[src/rtl/accu_pkg.sv]
package accu_pkg;
    localparam int DW = 8;
    localparam int AW = 2 * DW;
    localparam int IW = 2 * DW;

    typedef enum logic [2:0] {
        OP_LD  = 3'd0,
        OP_AND = 3'd1,
        OP_OR  = 3'd2,
        OP_XOR = 3'd3,
        OP_ADD = 3'd4,
        OP_SUB = 3'd5,
        OP_ST  = 3'd6,
        OP_BR  = 3'd7
    } op_e;

    typedef enum logic [1:0] {
        SRC_D    = 2'd0,
        SRC_RAM  = 2'd1,
        SRC_AC   = 2'd2,
        SRC_ZERO = 2'd3
    } src_e;

    typedef enum logic [1:0] {
        DST_AC  = 2'd0,
        DST_X   = 2'd1,
        DST_Y   = 2'd2,
        DST_OUT = 2'd3
    } dst_e;

    typedef struct packed {
        op_e           op;
        logic [2:0]    mode;
        src_e          src;
        logic [DW-1:0] d;
        logic          hi_from_y;
        logic          lo_from_x;
        dst_e          dst;
        logic          x_inc;
        logic          is_store;
        logic          is_jump;
        logic          is_far;
    } ctrl_t;

    typedef struct packed {
        logic [AW-1:0] pc;
        logic [IW-1:0] ir;
        logic [DW-1:0] acc;
        logic [DW-1:0] x;
        logic [DW-1:0] y;
        logic [DW-1:0] outr;
    } state_t;
endpackage

[src/rtl/accu_decode.sv]
module accu_decode
    import accu_pkg::*;
(
    input  logic [IW-1:0] ir,
    output ctrl_t         ctrl
);
    always_comb begin
        ctrl           = '0;
        ctrl.op        = op_e'(ir[IW-1 -: 3]);
        ctrl.mode      = ir[IW-4 -: 3];
        ctrl.src       = src_e'(ir[DW+1 -: 2]);
        ctrl.d         = ir[DW-1:0];
        ctrl.is_store  = (ctrl.op == OP_ST);
        ctrl.is_jump   = (ctrl.op == OP_BR);
        ctrl.is_far    = ctrl.is_jump && (ctrl.mode == 3'd0);
        ctrl.dst       = DST_AC;
        ctrl.hi_from_y = 1'b0;
        ctrl.lo_from_x = 1'b0;
        ctrl.x_inc     = 1'b0;
        if (!ctrl.is_jump) begin
            case (ctrl.mode)
                3'd0: ctrl.dst = DST_AC;
                3'd1: ctrl.lo_from_x = 1'b1;
                3'd2: ctrl.hi_from_y = 1'b1;
                3'd3: begin
                    ctrl.hi_from_y = 1'b1;
                    ctrl.lo_from_x = 1'b1;
                end
                3'd4: ctrl.dst = DST_X;
                3'd5: ctrl.dst = DST_Y;
                3'd6: ctrl.dst = DST_OUT;
                default: begin
                    ctrl.hi_from_y = 1'b1;
                    ctrl.lo_from_x = 1'b1;
                    ctrl.dst       = DST_OUT;
                    ctrl.x_inc     = 1'b1;
                end
            endcase
        end
    end
endmodule

[src/rtl/accu_alu.sv]
module accu_alu
    import accu_pkg::*;
(
    input  op_e           op,
    input  logic [DW-1:0] acc,
    input  logic [DW-1:0] bval,
    output logic [DW-1:0] res
);
    always_comb begin
        case (op)
            OP_LD:   res = bval;
            OP_AND:  res = acc & bval;
            OP_OR:   res = acc | bval;
            OP_XOR:  res = acc ^ bval;
            OP_ADD:  res = acc + bval;
            OP_SUB:  res = acc - bval;
            default: res = acc;
        endcase
    end
endmodule

[src/rtl/accu_cond.sv]
module accu_cond
    import accu_pkg::*;
(
    input  logic [2:0]    mode,
    input  logic [DW-1:0] acc,
    output logic          take
);
    logic neg, zero;
    always_comb begin
        neg  = acc[DW-1];
        zero = (acc == '0);
        case (mode)
            3'd0:    take = 1'b1;
            3'd1:    take = !neg && !zero;
            3'd2:    take = neg;
            3'd3:    take = !zero;
            3'd4:    take = zero;
            3'd5:    take = !neg;
            3'd6:    take = neg || zero;
            default: take = 1'b1;
        endcase
    end
endmodule

[src/rtl/accu_core.sv]
module accu_core
    import accu_pkg::*;
(
    input  logic          clk,
    input  logic          rst_n,
    output logic [AW-1:0] rom_addr,
    input  logic [IW-1:0] rom_data,
    output logic [AW-1:0] ram_addr,
    input  logic [DW-1:0] ram_rdata,
    output logic [DW-1:0] ram_wdata,
    output logic          ram_we,
    output logic [DW-1:0] out_port
);
    state_t        st_q, st_d;
    ctrl_t         ctrl;
    logic [DW-1:0] bus_val;
    logic [DW-1:0] alu_res;
    logic          take;

    logic [IW-1:0] ir_q;
    logic [DW-1:0] acc_q, x_q, y_q;

    accu_decode u_dec (.ir(st_q.ir), .ctrl(ctrl));

    accu_alu u_alu (.op(ctrl.op), .acc(st_q.acc), .bval(bus_val), .res(alu_res));

    accu_cond u_cond (.mode(ctrl.mode), .acc(st_q.acc), .take(take));

    always_comb begin
        case (ctrl.src)
            SRC_D:    bus_val = ctrl.d;
            SRC_RAM:  bus_val = ram_rdata;
            SRC_AC:   bus_val = st_q.acc;
            default:  bus_val = '0;
        endcase

        ram_addr  = {(ctrl.hi_from_y ? st_q.y : {DW{1'b0}}),
                     (ctrl.lo_from_x ? st_q.x : ctrl.d)};
        ram_we    = ctrl.is_store;
        ram_wdata = bus_val;

        st_d    = st_q;
        st_d.ir = rom_data;
        st_d.pc = st_q.pc + 1'b1;

        if (ctrl.is_jump) begin
            if (ctrl.is_far)
                st_d.pc = {st_q.y, bus_val};
            else if (take)
                st_d.pc = {st_q.pc[AW-1:DW], bus_val};
        end else begin
            if (!ctrl.is_store) begin
                case (ctrl.dst)
                    DST_AC:  st_d.acc  = alu_res;
                    DST_X:   st_d.x    = alu_res;
                    DST_Y:   st_d.y    = alu_res;
                    default: st_d.outr = alu_res;
                endcase
            end
            if (ctrl.x_inc)
                st_d.x = st_q.x + 1'b1;
        end
    end

    always_ff @(posedge clk) begin
        if (!rst_n)
            st_q <= '0;
        else
            st_q <= st_d;
    end

    assign rom_addr = st_q.pc;
    assign out_port = st_q.outr;
    assign ir_q     = st_q.ir;
    assign acc_q    = st_q.acc;
    assign x_q      = st_q.x;
    assign y_q      = st_q.y;
endmodule

[config.mk]
export PLATFORM = sky130hd
export DESIGN_NAME = accu_core
export DESIGN_NICKNAME = d
export VERILOG_FILES = /design/src/rtl/accu_pkg.sv /design/src/rtl/accu_decode.sv /design/src/rtl/accu_alu.sv /design/src/rtl/accu_cond.sv /design/src/rtl/accu_core.sv
export SDC_FILE = /design/constraint.sdc
export NUM_CORES = 1
export LEC_CHECK = 0
export BUFFER_PORTS_ARGS = -buffer_cell sky130_fd_sc_hd__buf_2
export CAP_MARGIN = 40
export CORE_MARGIN = 2
export CORE_UTILIZATION = 45
export DETAILED_ROUTE_END_ITERATION = 10
export PLACE_DENSITY = 0.71
export SLEW_MARGIN = 5
export SYNTH_ARGS = -nofsm -noshare
export SYNTH_HDL_FRONTEND = slang
export SYNTH_HIERARCHICAL = 1
export SYNTH_SLANG_ARGS = --single-unit
export TNS_END_PERCENT = 100
[constraint.sdc]
create_clock -name clk -period 8.4 [get_ports clk]
set_input_delay 0 -clock clk [delete_from_list [all_inputs] [get_ports clk]]
set_output_delay 0 -clock clk [all_outputs]
set_load 0.01 [all_outputs]
---- Word level (Yosys, flattened, before mapping) ----
Cells that the tools add are included.
storage, ports and cells
  bits in registers ....................... 64
  output and inout bits ................... 49
  input bits .............................. 26
  word-level logic and storage cells ...... 74
cells by class
  equal/unequal tests ..................... 19
  multiplexer cells ....................... 18
  reduce and logical (&&, ||, !) cells .... 20
  bitwise gates (word level) .............. 6
  $add $sub $neg .......................... 4
operators by type and width
  operator               number
  $mux 16                3
  $mux 8                 6
  $pmux 8 s6             1
  $mux 24                1
  $pmux 8 s3             1
  $eq 3x3->1 const B     7
  $add 16x1->16 const B  1
  $eq 3x2->1 const B     4
  $reduce_and 3->1       4
  $reduce_or 5->1        2
  $add 8x1->8 const B    1
  $add 8x8->8            1
  $and 8x8->8            1
  $logic_not 8->1        1
  $or 8x8->8             1
  $sub 8x8->8            1
  $xor 8x8->8            1
  $reduce_or 7->1        1
  $eq 3x1->1 const B     2
  $logic_not 3->1        2
  $pmux 1 s6             1
  $pmux 2 s3             1
  $mux 5                 1
  $eq 2x1->1 const B     2
  other kinds (12)       20

---- Logic depth before layout (Yosys ltp) ----
  depth after elaboration ................. 9
  depth in mapped cells ................... 19
  gate-level depth less buffers ........... 16

---- Hierarchy ----
Netlist, hierarchy kept.
modules (own cells, without submodules)
  module       cells an instance  sequential area each (sq um)  times used  area each (sq um)
  accu_core    349                1281.2                        1           3036.7
  accu_alu     142                0.0                           1           1092.3
  accu_decode  31                 0.0                           1           202.7
  accu_cond    9                  0.0                           1           63.8

---- Worst setup path before layout ----
No wires, ideal clock.
  path kind ............................... register -> register
  start ................................... register st_q (netlist bit ir_q[9])
  end ..................................... register st_q (netlist bit x_q[4])
  data arrival time ....................... 3.725 ns
  library setup time ...................... 0.133 ns
  stages on the path, launching flop included .. 16
  period minus slack after synthesis ...... 3.858 ns
  path buffers ............................ 2
  setup slack ............................. 4.542 ns
  required time ........................... 8.267 ns
  path through ............................ dfxtp_1 -> buf_4 -> buf_2 -> mux2i_1 -> o21ai_0 -> inv_1 -> ha_1 -> mux2_2 -> fa_1 -> nor2b_4 -> o21a_1 -> nor2_1 -> xnor2_1 -> mux4_2 -> a221oi_1 -> nor3_1
between the ends
  longest elaborated chain between the ends .. 7
  elaborated cells on any way between the ends .. 13
  those cells by class .................... add/sub: 2; eq/ne: 2; mux: 5; bitwise: 3; reduce/logical: 1
ends and longest elaborated chain
  item                                               RTL line                        RTL
  start: declaration                                 accu_core.sv:14                 state_t st_q, st_d;
  start signal: assignment                           accu_core.sv:69                 st_q <= st_d;
  $eq 2x2->1 (tied with other cells)                 accu_core.sv:30                 case (ctrl.src)
  $pmux 8 s3 (*)                                     accu_core.sv:30
  via ram_wdata[0]                                   accu_core.sv:10                 output logic [DW-1:0] ram_wdata,
  $sub 8x8->8 / $add 8x8->8 (equally long branches)  accu_alu.sv:16, accu_alu.sv:15
  $pmux 8 s6 (*)                                     accu_alu.sv:10                  case (op)
  via alu_res[4]                                     accu_core.sv:17                 logic [DW-1:0] alu_res;
  $mux 8 (*)                                         accu_core.sv:53                 case (ctrl.dst)
  $mux 24 (*)                                        accu_core.sv:52                 if (!ctrl.is_store) begin
  $mux 8 (*)                                         accu_core.sv:60                 if (ctrl.x_inc)
Mark *: on every way through the listed nets, which the timed path passes. The rest lies on a longest branch. The select of a mux whose other input is x is not followed.
A chain may end at the register's enable or synchronous reset.

---- Final worst setup path ----
  start ................................... register st_q (netlist bit ir_q[9])
  end ..................................... register st_q (netlist bit x_q[4])
between the ends
  longest elaborated chain between the ends .. 7
  elaborated cells on any way between the ends .. 13
  those cells by class .................... add/sub: 2; eq/ne: 2; mux: 5; bitwise: 3; reduce/logical: 1
ends and longest elaborated chain
  item                                 RTL line         RTL
  $eq 2x2->1 (tied with other cells)   accu_core.sv:30
  $pmux 8 s3 (*)                       accu_core.sv:30
  $sub 8x8->8 (tied with other cells)  accu_alu.sv:16   OP_SUB: res = acc - bval;
  $pmux 8 s6 (*)                       accu_alu.sv:10
  via alu_res[4]                       accu_core.sv:17
  $mux 8 (*)                           accu_core.sv:53
  $mux 24 (*)                          accu_core.sv:52
  $mux 8 (*)                           accu_core.sv:60
Marks and branches as above.

==> run_summary.xml <==
<?xml version="1.0" encoding="UTF-8"?>
<metrics>
  <group name="cts">
    <metric name="cts-htree-levels" unit="">3</metric>
    <metric name="cts.sink_count" unit="">64</metric>
    <metric name="insertion_delay" unit="ns">0.34</metric>
    <metric name="numCtsBuffers" unit="">9</metric>
    <metric name="cts-root-buf" unit="">clkbuf_8</metric>
    <metric name="tritoncts" unit="">yes</metric>
    <metric name="cts_max_path_buffers" unit="">2</metric>
    <metric name="clkSlewWorstSetupHoldPaths" unit="ns">0.07</metric>
  </group>
  <group name="pwr">
    <metric name="power.density_cell_area" unit="mW/mm²">161</metric>
    <metric name="internal_cell_power" unit="mW">0.541</metric>
    <metric name="seq_power_share" unit="%">42.4</metric>
    <metric name="total_leakage_power" unit="nW">2.20</metric>
    <metric name="max-vdd-ir-drop" unit="V">0.0000896</metric>
    <metric name="share_clk_of_total_power" unit="%">27.4</metric>
    <metric name="power.share.combinational" unit="%">30.2</metric>
    <metric name="sw_frac_of_total" unit="%">33.7</metric>
    <metric name="p_sw" unit="mW">0.275</metric>
    <metric name="totalPowerFinal" unit="mW">0.815</metric>
  </group>
  <group name="critical_path">
    <metric name="critical_path_required" unit="ns">8.62</metric>
    <metric name="startpoint" unit="">ir_q[9]</metric>
    <metric name="setup.worst_path.end_class" unit="">register</metric>
    <metric name="path_class" unit="">register to register</metric>
    <metric name="timing.critical_path.from_type" unit="">register</metric>
    <metric name="worst_ep_arrival_time" unit="ns">4.37</metric>
    <metric name="worstReg2RegStart" unit="">ir_q[9]</metric>
    <metric name="path_max_fanout" unit="">9</metric>
  </group>
  <group name="timing">
    <metric name="finalSetupViolations" unit="">0</metric>
    <metric name="timing_max_transition_violations_final" unit="">0</metric>
    <metric name="final_hold_viol_count" unit="">0</metric>
    <metric name="timing.clock.skew" unit="ns">0.00959</metric>
    <metric name="fin_tns_setup" unit="ns">0</metric>
    <metric name="maxClockFrequency" unit="GHz">0.241</metric>
    <metric name="worst_slack" unit="ns">4.26</metric>
    <metric name="rsz0062_at_grt" unit="">no</metric>
    <metric name="timing.max_slew.rel_slack" unit="%">38.7</metric>
    <metric name="finalWorstPathRequiredPeriod" unit="ns">4.14</metric>
    <metric name="timing_worst_slew_pin_value" unit="ns">0.916</metric>
    <metric name="min_period_over_period" unit="%">49.3</metric>
  </group>
  <group name="yosys">
    <metric name="yosysWarnings" unit="">6</metric>
    <metric name="syn_area" unit="mm²">0.00440</metric>
    <metric name="synthCells" unit="">531</metric>
    <metric name="synth-seq-cells" unit="">64</metric>
    <metric name="avgSynthCellArea" unit="µm²">8.28</metric>
    <metric name="post_synth_edffs" unit="">0</metric>
    <metric name="synth.distinct_cells" unit="">70</metric>
    <metric name="synth_async_sr_flop_share" unit="%">0</metric>
    <metric name="synth_fp_nets" unit="">584</metric>
    <metric name="synth.yosys.seq_area_share" unit="%">29.1</metric>
    <metric name="yosys_most_used_dff" unit="">dfxtp_1</metric>
  </group>
  <group name="final_layout">
    <metric name="synthToLayoutAreaGrowth" unit="%">15.4</metric>
    <metric name="finalNonFillerCells" unit="">732</metric>
    <metric name="stdcell_area" unit="mm²">0.00507</metric>
    <metric name="layout.nets" unit="">649</metric>
    <metric name="drive_above_1_share" unit="%">20.9</metric>
    <metric name="num_antenna_cells" unit="">0</metric>
  </group>
  <group name="routing">
    <metric name="detail_route.wirelength" unit="µm">12100</metric>
    <metric name="avgViaCountPerCell" unit="">5.54</metric>
    <metric name="dr.first_iter.drc_count" unit="">189</metric>
    <metric name="remaining_antenna_violation_count" unit="">0</metric>
    <metric name="drt_drc_violations_left" unit="">0</metric>
    <metric name="drt_pass1_iterations" unit="">5</metric>
    <metric name="routed-via-count" unit="">4054</metric>
    <metric name="avgRoutedWirePerCell" unit="µm">16.5</metric>
  </group>
  <group name="floorplanning">
    <metric name="floorplan.die_area" unit="mm²">0.0106</metric>
    <metric name="core_area" unit="mm²">0.00964</metric>
    <metric name="effective_utilization_at_floorplan" unit="%">45.6</metric>
    <metric name="design.portCount" unit="">75</metric>
    <metric name="die_h" unit="µm">103</metric>
    <metric name="number_of_rows_created_at_floorplan" unit="">36</metric>
    <metric name="die_x" unit="µm">103</metric>
  </group>
  <group name="global_route">
    <metric name="pin_count_of_the_biggest_net_entering_global_routing" unit="">29</metric>
    <metric name="grt_first_pass_wirelength" unit="µm">19100</metric>
    <metric name="grt_antenna_before_repair" unit="">0</metric>
    <metric name="number_of_global_route_vias_before_repair" unit="">3830</metric>
    <metric name="overflow_left_after_global_routing" unit="">0</metric>
    <metric name="global_route.usage.total" unit="%">23.4</metric>
  </group>
  <group name="place">
    <metric name="io_buffer_count" unit="">74</metric>
    <metric name="place_hpwl" unit="µm">8950</metric>
    <metric name="routabilityCongestion" unit="">0.919</metric>
    <metric name="placed_cells_incl_taps" unit="">701</metric>
    <metric name="place_worst_setup_slack" unit="ns">4.31</metric>
    <metric name="post_dp_area" unit="mm²">0.00475</metric>
  </group>
  <group name="min_path">
    <metric name="hp-class" unit="">input pin to register</metric>
    <metric name="worstHoldStart" unit="">rst_n</metric>
  </group>
  <group name="flow_run">
    <metric name="maxCapViolations" unit="">0</metric>
  </group>
  <group name="run_status">
    <metric name="run_status" unit="">complete, no violations</metric>
  </group>
</metrics>
area by class of cell:
class                           count  area [µm²]
Tap cell                          133         166
Inverter                           25        93.8
Fill cell                         934        4570
Multi-Input combinational cell    399        2780
Sequential cell                    64        1280
Timing Repair Buffer               97         601
Clock inverter                      1        5.00
Clock buffer                       13         149
cell usage after synthesis, drive strengths merged (11+ instances only):
cell type	instances	area (µm²)
and2	24	150
xnor2	15	131
dfxtp	64	1280
o21ai	21	109
mux2i	23	230
a21oi	41	205
nand3	15	80.1
nand2	69	259
buf	31	204
mux2	11	124
nor2	38	143
ha	26	325
clkbuf	12	45.0
inv	24	90.1
placed cells by master, fill, tap and decap left out, types with 15 or more instances in the layout:
cell type,netlist,routed
o21ai_0,19,19
buf_2,10,75
dfxtp_1,64,64
dlygate4sd3_1,0,16
xnor2_1,15,15
a21oi_1,41,41
nor2_1,38,38
and2_1,24,24
nand2_1,69,69
mux2i_1,23,23
inv_1,22,22
ha_1,26,26
cell families after synthesis:
family	after synthesis	synth area share [%]
AOI/OAI and AO/OA	109	16.0
and+or+nand+nor	202	24.5
buffers and inverters	68	7.80
adders and majority gates	27	7.86
DFF	64	29.1
muxes	38	10.1
xor gates and xnor gates	23	4.58
per-layer routing:
metal  vias to the layer above  track usage, %  part of all wire, %
met5                         -               0                    0
met4                         0            7.69                  2.3
met3                        23            5.15                  5.4
met2                       145            38.3                   47
met1                      1906            30.8                   45
li1                       1980               -                    -
final timing paths:
path | endpoint | slack, ns | cells past startpoint
setup / recovery | x_q[4] | 4.26 | 13
hold / removal | rom_addr[0] | 0.13 | 2
setup reg to reg | x_q[4] | 4.26 | 13
hold reg to reg | out_port[2] | 0.45 | 2
repair_timing:
action | CTS | global route
gates resized for setup | 0 | 0
setup buffers | 0 | 0
hold buffers | 16 | 0
hold endpoints to repair | 16 | 0
worst max-delay path: stages (launching register included):
cell      delay, ns
dfxtp_1        0.61
mux2i_1        0.13
o21ai_0        0.66
inv_1          0.16
ha_1           0.34
mux2_2         0.30
fa_1           0.47
nor2b_4        0.14
o21a_1         0.14
nor2_1         0.06
xnor2_1        0.13
mux4_2         0.51
a221oi_1       0.30
nor3_1         0.07
sequential cells by signal, summed over array words and instances, names as in the netlist:
signal and count:
ir_q 16, x_q 8, y_q 8, out_port 8, acc_q 8, rom_addr 16
per-stage QoR:
step	util, %	hold slack, ns
2_1_floorplan	-	0.127
3_3_place_gp	49.0	0.207
3_5_place_dp	49.3	0.208
4_1_cts	52.6	0.118
5_1_grt	52.6	0.148
6_report	52.6	0.132
power by group through the flow:
stage	registers, mW	logic (mW)	clock network [mW]
floorplan	0.341	0.182	0
global placement	0.351	0.226	0
detailed placement	0.352	0.235	0
CTS	0.345	0.242	0.227
global route	0.348	0.271	0.243
finish	0.346	0.246	0.223
(Power assumes the default switching activity.)
